## src/rtl/qbx_pkg.sv

```systemverilog
package qbx_pkg;
  typedef enum logic [2:0] {
    ST_IDLE,
    ST_ADDR,
    ST_ADDR_ACK,
    ST_WR,
    ST_WR_ACK,
    ST_RD,
    ST_RD_ACK
  } qbx_state_e;

  localparam logic [6:0] BASE_STD = 7'h20;
  localparam logic [6:0] BASE_ALT = 7'h38;
endpackage

```

## src/rtl/qbx_bus_sync.sv

```systemverilog
module qbx_bus_sync (
  input  logic clk,
  input  logic rst_n,
  input  logic scl_i,
  input  logic sda_i,
  output logic scl_s,
  output logic sda_s,
  output logic scl_rise,
  output logic scl_fall,
  output logic bus_start,
  output logic bus_stop
);
  logic [1:0] scl_ff, sda_ff;
  logic       scl_p, sda_p;

  always_ff @(posedge clk or negedge rst_n) begin
    if (!rst_n) begin
      scl_ff <= 2'b11;
      sda_ff <= 2'b11;
      scl_p  <= 1'b1;
      sda_p  <= 1'b1;
    end else begin
      scl_ff <= {scl_ff[0], scl_i};
      sda_ff <= {sda_ff[0], sda_i};
      scl_p  <= scl_ff[1];
      sda_p  <= sda_ff[1];
    end
  end

  assign scl_s     = scl_ff[1];
  assign sda_s     = sda_ff[1];
  assign scl_rise  = scl_s & ~scl_p;
  assign scl_fall  = ~scl_s & scl_p;
  assign bus_start = scl_s & scl_p & sda_p & ~sda_s;
  assign bus_stop  = scl_s & scl_p & ~sda_p & sda_s;
endmodule

```

## src/rtl/qbx_target_fsm.sv

```systemverilog
module qbx_target_fsm
  import qbx_pkg::*;
#(
  parameter int NPINS    = 16,
  parameter bit ALT_BASE = 1'b0,
  parameter int NBYTES   = NPINS / 8,
  parameter int IDXW     = (NBYTES > 1) ? $clog2(NBYTES) : 1
) (
  input  logic            clk,
  input  logic            rst_n,
  input  logic            scl_rise,
  input  logic            scl_fall,
  input  logic            bus_start,
  input  logic            bus_stop,
  input  logic            sda_s,
  input  logic [2:0]      addr_strap,
  input  logic [7:0]      rd_byte,
  output logic [IDXW-1:0] rd_sel,
  output logic            sda_oe,
  output logic            wr_en,
  output logic [IDXW-1:0] wr_sel,
  output logic [7:0]      wr_byte,
  output logic            sample_en
);
  localparam logic [6:0] BASE = ALT_BASE ? BASE_ALT : BASE_STD;

  qbx_state_e      state_q, state_n;
  logic [3:0]      cnt_q, cnt_n;
  logic [7:0]      sh_q, sh_n;
  logic [IDXW-1:0] idx_q, idx_n, idx_inc;
  logic            rw_q, rw_n;
  logic            mack_q, mack_n;
  logic            addr_hit, no_cond, byte_end;

  assign addr_hit = (sh_q[7:1] == {BASE[6:3], addr_strap});
  assign idx_inc  = (idx_q == IDXW'(NBYTES - 1)) ? '0 : idx_q + IDXW'(1);
  assign no_cond  = ~bus_start & ~bus_stop;
  assign byte_end = scl_fall & (cnt_q == 4'd8) & no_cond;

  always_comb begin
    state_n = state_q;
    cnt_n   = cnt_q;
    sh_n    = sh_q;
    idx_n   = idx_q;
    rw_n    = rw_q;
    mack_n  = mack_q;
    if (bus_start) begin
      state_n = ST_ADDR;
      cnt_n   = 4'd0;
    end else if (bus_stop) begin
      state_n = ST_IDLE;
    end else begin
      case (state_q)
        ST_ADDR, ST_WR: begin
          if (scl_rise && cnt_q != 4'd8) begin
            sh_n  = {sh_q[6:0], sda_s};
            cnt_n = cnt_q + 4'd1;
          end else if (scl_fall && cnt_q == 4'd8) begin
            if (state_q == ST_ADDR) begin
              if (addr_hit) begin
                state_n = ST_ADDR_ACK;
                rw_n    = sh_q[0];
                idx_n   = '0;
              end else begin
                state_n = ST_IDLE;
              end
            end else begin
              state_n = ST_WR_ACK;
              idx_n   = idx_inc;
            end
          end
        end
        ST_ADDR_ACK: begin
          if (scl_fall) begin
            cnt_n = 4'd0;
            if (rw_q) begin
              state_n = ST_RD;
              sh_n    = rd_byte;
              idx_n   = idx_inc;
            end else begin
              state_n = ST_WR;
            end
          end
        end
        ST_WR_ACK: begin
          if (scl_fall) begin
            state_n = ST_WR;
            cnt_n   = 4'd0;
          end
        end
        ST_RD: begin
          if (scl_fall) begin
            if (cnt_q == 4'd7) begin
              state_n = ST_RD_ACK;
            end else begin
              sh_n  = {sh_q[6:0], 1'b0};
              cnt_n = cnt_q + 4'd1;
            end
          end
        end
        ST_RD_ACK: begin
          if (scl_rise) begin
            mack_n = ~sda_s;
          end else if (scl_fall) begin
            if (mack_q) begin
              state_n = ST_RD;
              cnt_n   = 4'd0;
              sh_n    = rd_byte;
              idx_n   = idx_inc;
            end else begin
              state_n = ST_IDLE;
            end
          end
        end
        default: state_n = ST_IDLE;
      endcase
    end
  end

  always_ff @(posedge clk or negedge rst_n) begin
    if (!rst_n) begin
      state_q <= ST_IDLE;
      cnt_q   <= 4'd0;
      sh_q    <= 8'h00;
      idx_q   <= '0;
      rw_q    <= 1'b0;
      mack_q  <= 1'b0;
    end else begin
      state_q <= state_n;
      cnt_q   <= cnt_n;
      sh_q    <= sh_n;
      idx_q   <= idx_n;
      rw_q    <= rw_n;
      mack_q  <= mack_n;
    end
  end

  assign sda_oe    = (state_q == ST_ADDR_ACK) | (state_q == ST_WR_ACK) |
                     ((state_q == ST_RD) & ~sh_q[7]);
  assign wr_en     = (state_q == ST_WR) & byte_end;
  assign wr_sel    = idx_q;
  assign wr_byte   = sh_q;
  assign rd_sel    = idx_q;
  assign sample_en = (state_q == ST_ADDR) & byte_end & addr_hit & sh_q[0];
endmodule

```

## src/rtl/qbx_port_bank.sv

```systemverilog
module qbx_port_bank #(
  parameter int NPINS  = 16,
  parameter int NBYTES = NPINS / 8,
  parameter int IDXW   = (NBYTES > 1) ? $clog2(NBYTES) : 1
) (
  input  logic             clk,
  input  logic             rst_n,
  input  logic [NPINS-1:0] pin_i,
  input  logic             wr_en,
  input  logic [IDXW-1:0]  wr_sel,
  input  logic [7:0]       wr_byte,
  input  logic             sample_en,
  input  logic [IDXW-1:0]  rd_sel,
  output logic [7:0]       rd_byte,
  output logic [NPINS-1:0] pin_drive_low,
  output logic             irq_pull
);
  logic [NPINS-1:0] latch_q, latch_n;
  logic [NPINS-1:0] pin_m, pin_s;
  logic [NPINS-1:0] snap_q, snap_n;
  logic             irq_q, irq_n;

  always_comb begin
    latch_n = latch_q;
    for (int b = 0; b < NBYTES; b++) begin
      if (wr_en && wr_sel == IDXW'(b)) latch_n[b*8 +: 8] = wr_byte;
    end
  end

  always_comb begin
    rd_byte = 8'h00;
    for (int b = 0; b < NBYTES; b++) begin
      if (rd_sel == IDXW'(b)) rd_byte = snap_q[b*8 +: 8];
    end
  end

  assign snap_n = sample_en ? pin_s : snap_q;
  assign irq_n  = sample_en ? 1'b0 : (pin_s != snap_q);

  always_ff @(posedge clk or negedge rst_n) begin
    if (!rst_n) begin
      latch_q <= '1;
      pin_m   <= '1;
      pin_s   <= '1;
      snap_q  <= '1;
      irq_q   <= 1'b0;
    end else begin
      latch_q <= latch_n;
      pin_m   <= pin_i;
      pin_s   <= pin_m;
      snap_q  <= snap_n;
      irq_q   <= irq_n;
    end
  end

  assign pin_drive_low = ~latch_q;
  assign irq_pull      = irq_q;
endmodule

```

## src/rtl/qbx_expander.sv

```systemverilog
module qbx_expander #(
  parameter int NPINS    = 16,
  parameter bit ALT_BASE = 1'b0
) (
  input  logic             clk,
  input  logic             rst_n,
  input  logic             scl_i,
  input  logic             sda_i,
  output logic             sda_oe,
  input  logic [2:0]       addr_strap,
  input  logic [NPINS-1:0] pin_i,
  output logic [NPINS-1:0] pin_drive_low,
  output logic             irq_pull
);
  localparam int NBYTES = NPINS / 8;
  localparam int IDXW   = (NBYTES > 1) ? $clog2(NBYTES) : 1;

  logic [1:0]      rst_pipe;
  logic            rst_int_n;
  logic            scl_s, sda_s, scl_rise, scl_fall, bus_start, bus_stop;
  logic            wr_en, sample_en;
  logic [IDXW-1:0] wr_sel, rd_sel;
  logic [7:0]      wr_byte, rd_byte;

  always_ff @(posedge clk or negedge rst_n) begin
    if (!rst_n) rst_pipe <= 2'b00;
    else        rst_pipe <= {rst_pipe[0], 1'b1};
  end
  assign rst_int_n = rst_pipe[1];

  qbx_bus_sync u_sync (
    .clk(clk), .rst_n(rst_int_n), .scl_i(scl_i), .sda_i(sda_i),
    .scl_s(scl_s), .sda_s(sda_s), .scl_rise(scl_rise), .scl_fall(scl_fall),
    .bus_start(bus_start), .bus_stop(bus_stop)
  );

  qbx_target_fsm #(.NPINS(NPINS), .ALT_BASE(ALT_BASE), .NBYTES(NBYTES), .IDXW(IDXW)) u_fsm (
    .clk(clk), .rst_n(rst_int_n), .scl_rise(scl_rise), .scl_fall(scl_fall),
    .bus_start(bus_start), .bus_stop(bus_stop), .sda_s(sda_s),
    .addr_strap(addr_strap), .rd_byte(rd_byte), .rd_sel(rd_sel),
    .sda_oe(sda_oe), .wr_en(wr_en), .wr_sel(wr_sel), .wr_byte(wr_byte),
    .sample_en(sample_en)
  );

  qbx_port_bank #(.NPINS(NPINS), .NBYTES(NBYTES), .IDXW(IDXW)) u_port (
    .clk(clk), .rst_n(rst_int_n), .pin_i(pin_i), .wr_en(wr_en),
    .wr_sel(wr_sel), .wr_byte(wr_byte), .sample_en(sample_en),
    .rd_sel(rd_sel), .rd_byte(rd_byte), .pin_drive_low(pin_drive_low),
    .irq_pull(irq_pull)
  );
endmodule

```

## config.mk

```make
export PLATFORM = sky130hd
export DESIGN_NAME = qbx_expander
export DESIGN_NICKNAME = d
export VERILOG_FILES = /design/src/rtl/qbx_pkg.sv /design/src/rtl/qbx_bus_sync.sv /design/src/rtl/qbx_target_fsm.sv /design/src/rtl/qbx_port_bank.sv /design/src/rtl/qbx_expander.sv
export SDC_FILE = /design/constraint.sdc
export NUM_CORES = 1
export LEC_CHECK = 0
export BUFFER_PORTS_ARGS = -buffer_cell sky130_fd_sc_hd__buf_2
export CAP_MARGIN = 15
export CORE_ASPECT_RATIO = 0.75
export CORE_MARGIN = 4
export CORE_UTILIZATION = 45
export CTS_CLUSTER_SIZE = 12
export DETAILED_ROUTE_END_ITERATION = 16
export PLACE_DENSITY = 0.65
export SLEW_MARGIN = 20
export SYNTH_ARGS = -nofsm -noshare
export SYNTH_HDL_FRONTEND = slang
export SYNTH_SLANG_ARGS = --single-unit
```

## constraint.sdc

```tcl
create_clock -name clk -period 3.23 [get_ports clk]
set_input_delay 0.323 -clock clk [delete_from_list [all_inputs] [get_ports clk]]
set_output_delay 0.323 -clock clk [all_outputs]
set_load 0.02 [all_outputs]
```

* After elaboration in Yosys (flattened, before gate mapping)
Cells that the tools add are included.
** Storage, ports and cells
- Output and inout port bits :: 18
- Logic and storage cells :: 146
- Bits in registers :: 91
** Operators by class
- Eq/ne operators :: 38
- Add/subtract/negate cells :: 2
- Multiplexer cells :: 47
- Bitwise operators :: 27
- Reduce and logical (&&, ||, !) cells :: 15
** Operator list (count)
- 8-bit two-way mux :: 9
- 3-bit two-way mux :: 13
- 4-bit two-way mux :: 9
- 8-bit one-hot mux with 4 select lines :: 1
- 4-bit by 1-bit inequality test with 1-bit output (second input constant) :: 6
- 11-bit AND reduction :: 2
- 16-bit inequality test :: 1
- 2-bit by 1-bit inequality test with 1-bit output (second input constant) :: 8
- 16-bit NOT :: 1
- 4-bit one-hot mux with 4 select lines :: 1
- 1-bit bitwise AND :: 15
- 3-bit by 1-bit inequality test with 1-bit output (second input constant) :: 5
- 3-bit one-hot mux with 5 select lines :: 1
- 1-bit two-way mux :: 11
- 3-bit equality test (second input constant) :: 3
- 1-bit NOT :: 9
- 9-bit AND reduction :: 1
- 4-bit inequality test (second input constant) :: 2
- 8-bit AND reduction :: 1
- 7-bit by 6-bit equality test with 1-bit output :: 1
- 7-bit AND reduction :: 1
- 3-bit by 2-bit equality test with 1-bit output (second input constant) :: 2
- 2-bit inequality test (second input constant) :: 3
- 3-bit by 2-bit inequality test with 1-bit output (second input constant) :: 2
- other kinds (16) :: 21

* Depth between registers and ports, before layout
- Depth in word-level cells :: 10
- Gate-level depth with buffers :: 7

* Hierarchy
A second synthesis with hierarchy kept.
** Unflattened totals
- Cell total of the unflattened synthesis :: 318
- Area total of the unflattened synthesis :: 4033.9 sq um
** Modules (own cells, without submodules)
- qbx_port_bank :: times used 1, area an instance 2426.1 sq um, cells each 156
- qbx_target_fsm :: times used 1, area an instance 1363.8 sq um, cells each 149
- qbx_bus_sync :: times used 1, area an instance 190.2 sq um, cells each 10
- qbx_expander :: times used 1, area an instance 53.8 sq um, cells each 3

* Worst setup path after synthesis
Ideal clock, no wire load.
- Path type :: register to register
- From :: register u_fsm.sh_q[4], in the netlist u_fsm.wr_byte[4]
- To :: register u_port.snap_q[10]
- Arrival :: 1.960 ns
- Library setup time :: 0.082 ns
- Stages on the path, launching flop included :: 6
- Setup slack :: 1.188 ns
- Cell sequence :: dfrtp_1 -> or4b_4 -> nor4_4 -> nand3_4 -> buf_6 -> mux2_4
** Between the ends
- Longest elaborated chain between the ends :: 3
** Ends and longest elaborated chain
- start, declared :: RTL line qbx_target_fsm.sv:29 : logic [7:0] sh_q, sh_n;
- start signal, assigned :: RTL line qbx_target_fsm.sv:131 : sh_q <= sh_n;
- 7-bit by 6-bit equality test with 1-bit output :: RTL line qbx_target_fsm.sv:35 : assign addr_hit = (sh_q[7:1] == {BASE[6:3], addr_strap});
- 1-bit bitwise AND (2 in a row) :: RTL line qbx_target_fsm.sv:144 : assign sample_en = (state_q == ST_ADDR) & byte_end & addr_hit & sh_q[0];
- end signal, assigned :: RTL line qbx_port_bank.sv:51 : snap_q <= snap_n;
- end, declared :: RTL line qbx_port_bank.sv:20 : logic [NPINS-1:0] snap_q, snap_n;
Every way passes these cells.
A chain may end at the register's enable or synchronous reset.

* Worst setup path in the final report
- From :: register u_fsm.state_q[2]
- To :: register u_fsm.sh_q[5], in the netlist u_fsm.wr_byte[5]
** Between the ends
- Longest elaborated chain between the ends :: 4
- Elaborated cells on any way between the ends :: 17
- Classes of those cells :: eq/ne: 13; mux: 1; reduce/logical: 3
** Ends and longest elaborated chain
- start, declared :: RTL line qbx_target_fsm.sv:27 : qbx_state_e state_q, state_n;
- start signal, assigned :: RTL line qbx_target_fsm.sv:129 : state_q <= state_n;
- 3-bit by 2-bit equality test with 1-bit output / 3-bit by 1-bit equality test with 1-bit output (equally long branches) :: RTL line qbx_target_fsm.sv:53 : case (state_q)
- 2-bit OR reduction :: RTL line qbx_target_fsm.sv:53
- 2-bit by 1-bit inequality test with 1-bit output (no source line) / 4-bit nonzero test (equally long branches)
- 11-bit AND reduction (no source line)
Parallel ways exist; a longest one is shown, timed or not.

==> impl_metrics.py <==
metrics = {
    "status": {
        "status": "completed",
    },
    "cells_and_area": {
        "final_cell_mix": "dfstp_2 (70), buf_2 (40), mux2_2 (33), nand2_1 (22)",
        "area_growth_pct": 16.2,
        "drive_gt1_frac": 0.522,
        "fin_nets": 367,
        "insertedDiodeCount": 0,
        "mostFrequentLayoutCell": "dfstp_2",
    },
    "power_and_ir_drop": {
        "vdd_drop_max_mv": 0.446,
        "p_sw_mw": 0.871,
        "seq_power_share": 0.488,
        "p_sw_frac": 0.289,
        "p_leak_nw": 1.92,
        "pwr-share-clk": 0.356,
        "p_per_area_nw_per_um2": 666,
        "internal_power_mw": 2.15,
        "pwr-share-comb": 0.157,
    },
    "sta": {
        "setup_viol": 0,
        "max_freq_mhz": 424,
        "max_slew_margin": 0.359,
        "whs_ns": 0.0735,
        "finalSetupTns_ns": 0,
        "fin_crit_sh": 0.731,
        "rsz0062_at_grt": "false",
        "slew_violations": 0,
        "period_minus_slack_ns": 2.36,
        "skew_ns": 0.00461,
        "worst_slew_pin_slew_ns": 0.957,
        "hold_violations": 0,
    },
    "yosys": {
        "syn_area_um2": 3890,
        "synth.avg_cell_area_um2": 13.1,
        "async_flop_share": 1.00,
        "synth_nets": 322,
        "ys_seq_elements": 91,
        "yosysUniqueCellTypes": 41,
        "synth_edf_count": 0,
        "ys_seq_area_frac": 0.607,
        "synth_warnings": 0,
        "synthFlopType": "dfstp_2",
        "syn_inst": 297,
    },
    "critical_path": {
        "cp.required_ns": 3.46,
        "cp_data_arrival_time_ns": 2.59,
        "start_kind": "flip-flop",
        "crit_fanout": 17,
        "worstSetupPathType": "flip-flop to flip-flop",
        "cp-end-kind": "flip-flop",
    },
    "clock_network": {
        "clock_latency_ns": 0.34,
        "postCtsSetupBuffers": 0,
        "cts-buffers-inserted": 9,
        "htree_num_levels": 3,
        "cts_resized": 0,
        "cts_hold_buf": 1,
        "cts_sinks": 91,
        "cts.clk_slew.worst_paths_ns": 0.07,
        "ctsRootBufferMaster": "clkbuf_16",
        "cts.path.max_buffers": 2,
        "cts_tree": "yes",
    },
    "global_routing": {
        "grt_pass1_vias": 2310,
        "grt_pass1_wl_um": 11600,
        "antenna_found_initial": 0,
        "grt_usage": 0.149,
        "overflow": 0,
        "grt_max_degree": 79,
    },
    "route": {
        "vias_per_cell": 5.04,
        "drc": 0,
        "via_count": 2294,
        "first_iter_violations": 97,
        "drt-wirelength-per-cell_um": 14.9,
        "routed_wl_um": 6800,
        "ant_nets": 0,
        "firstDrtPassIters": 4,
    },
    "floorplanning": {
        "ios": 41,
        "rows": 29,
        "die_w_um": 115,
        "coreArea_um2": 8450,
        "die_y_um": 88.6,
        "die_area_um2": 10200,
        "start_util": 0.461,
    },
    "placement": {
        "gp_congestion": 0.845,
        "portBuffers": 40,
        "place_hpwl_um": 4700,
    },
    "worst_hold_path": {
        "hp-class": "primary input to flip-flop",
    },
    "flow_run": {
        "maxCapViolCount": 0,
    },
}
state kept, by name (all words and copies together) (netlist names):
register	cells
u_port.latch_q	16
u_port.pin_m	16
u_port.pin_s	16
u_port.snap_q	16
u_fsm.wr_byte	8
u_fsm.cnt_q	4
u_fsm.state_q	3
rst_pipe	2
u_sync.scl_ff	2
u_sync.sda_ff	2
u_fsm.mack_q	1
u_fsm.rd_sel	1
u_fsm.rw_q	1
u_port.irq_pull	1
u_sync.scl_p	1
u_sync.sda_p	1
worst max-delay path, stage by stage (launching register included):
cell	delay (ns)
dfrtp_1	0.68
mux2i_1	0.26
nor3_1	0.09
o211ai_1	0.79
mux2_2	0.42
final cells by class:
class / instances / area, µm²
Clock buffer: 10 / 239
Clock inverter: 6 / 70.1
Fill cell: 719 / 3930
Inverter: 19 / 71.3
Multi-Input combinational cell: 178 / 1420
Sequential cell: 91 / 2370
Tap cell: 108 / 135
Timing Repair Buffer: 43 / 225
synth_stat cells (2+ instances only):
cell type / number / area share
a21oi_1: 12 / 0.015
clkbuf_1: 8 / 0.0077
dfrtp_1: 21 / 0.13
dfstp_2: 70 / 0.47
ha_1: 2 / 0.0064
inv_1: 19 / 0.018
mux2_2: 33 / 0.095
mux2_4: 9 / 0.035
mux2i_1: 10 / 0.026
nand2_1: 22 / 0.021
nand2b_1: 4 / 0.0064
nand3_1: 5 / 0.0064
nand3b_1: 2 / 0.0039
nand4_1: 2 / 0.0032
nor2_1: 10 / 0.0096
nor2b_1: 3 / 0.0048
nor4_1: 4 / 0.0064
o211ai_1: 4 / 0.0077
o21ai_0: 13 / 0.017
o21bai_1: 2 / 0.0039
o221a_2: 2 / 0.0058
o22ai_1: 2 / 0.0032
xor2_1: 20 / 0.045
power by group through the flow:
stage	logic, mW	clock network, mW	registers, mW
floorplan	0.423	0	1.39
global placement	0.463	0	1.49
detailed placement	0.471	0	1.49
CTS	0.473	1.11	1.47
global route	0.535	1.16	1.50
finish	0.472	1.07	1.47
per-stage QoR:
step	cells	worst slack, ns	cell area (µm²)	power, mW	utilization
after floorplan	297	0.630	3890	1.81	-
after global placement	438	0.950	4210	1.95	0.498
after detailed placement	438	0.938	4210	1.96	0.498
after CTS	455	0.919	4530	3.05	0.535
after global routing	455	0.710	4530	3.19	0.535
final	455	0.869	4530	3.02	0.535
cells by family (layout without fill, tap and decap cells):
group,after synthesis,after routing,share of synthesized area
buffers and inverters,28,78,0.0289
AND/OR/NAND/NOR,61,61,0.0867
multiplexers,52,52,0.156
XOR/XNOR,20,20,0.0450
adder cells (fa/ha/maj),2,2,0.00642
AO/OA/AOI/OAI,42,42,0.0691
other,1,1,0.000963
flip-flops,91,91,0.607
path summary, 6_finish.rpt:
path / from / to / slack, ns / cells after the start
worst max register to register: u_fsm.state_q[2]$_DFFE_PN0P_ / u_fsm.wr_byte[5]$_DFFE_PN0P_ / 0.87 / 4
worst min register to register: u_sync.sda_ff[0]$_DFF_PN1_ / u_sync.sda_ff[1]$_DFF_PN1_ / 0.36 / 0
max in group asynchronous: rst_pipe[1]$_DFF_PN0_ / u_port.snap_q[8]$_DFFE_PN1P_ / 1.91 / 1
worst max-delay path: u_fsm.state_q[2]$_DFFE_PN0P_ / u_fsm.wr_byte[5]$_DFFE_PN0P_ / 0.87 / 4
min in group asynchronous: rst_n / rst_pipe[1]$_DFF_PN0_ / 0.28 / 2
worst min-delay path: scl_i / u_sync.scl_ff[0]$_DFF_PN1_ / 0.07 / 1
routing by layer:
metal	wire, µm	global-route usage
met4	86	0.0490
met1	3410	0.212
met3	417	0.0533
met5	0	0
met2	2880	0.211
(Power assumes the default switching activity.)
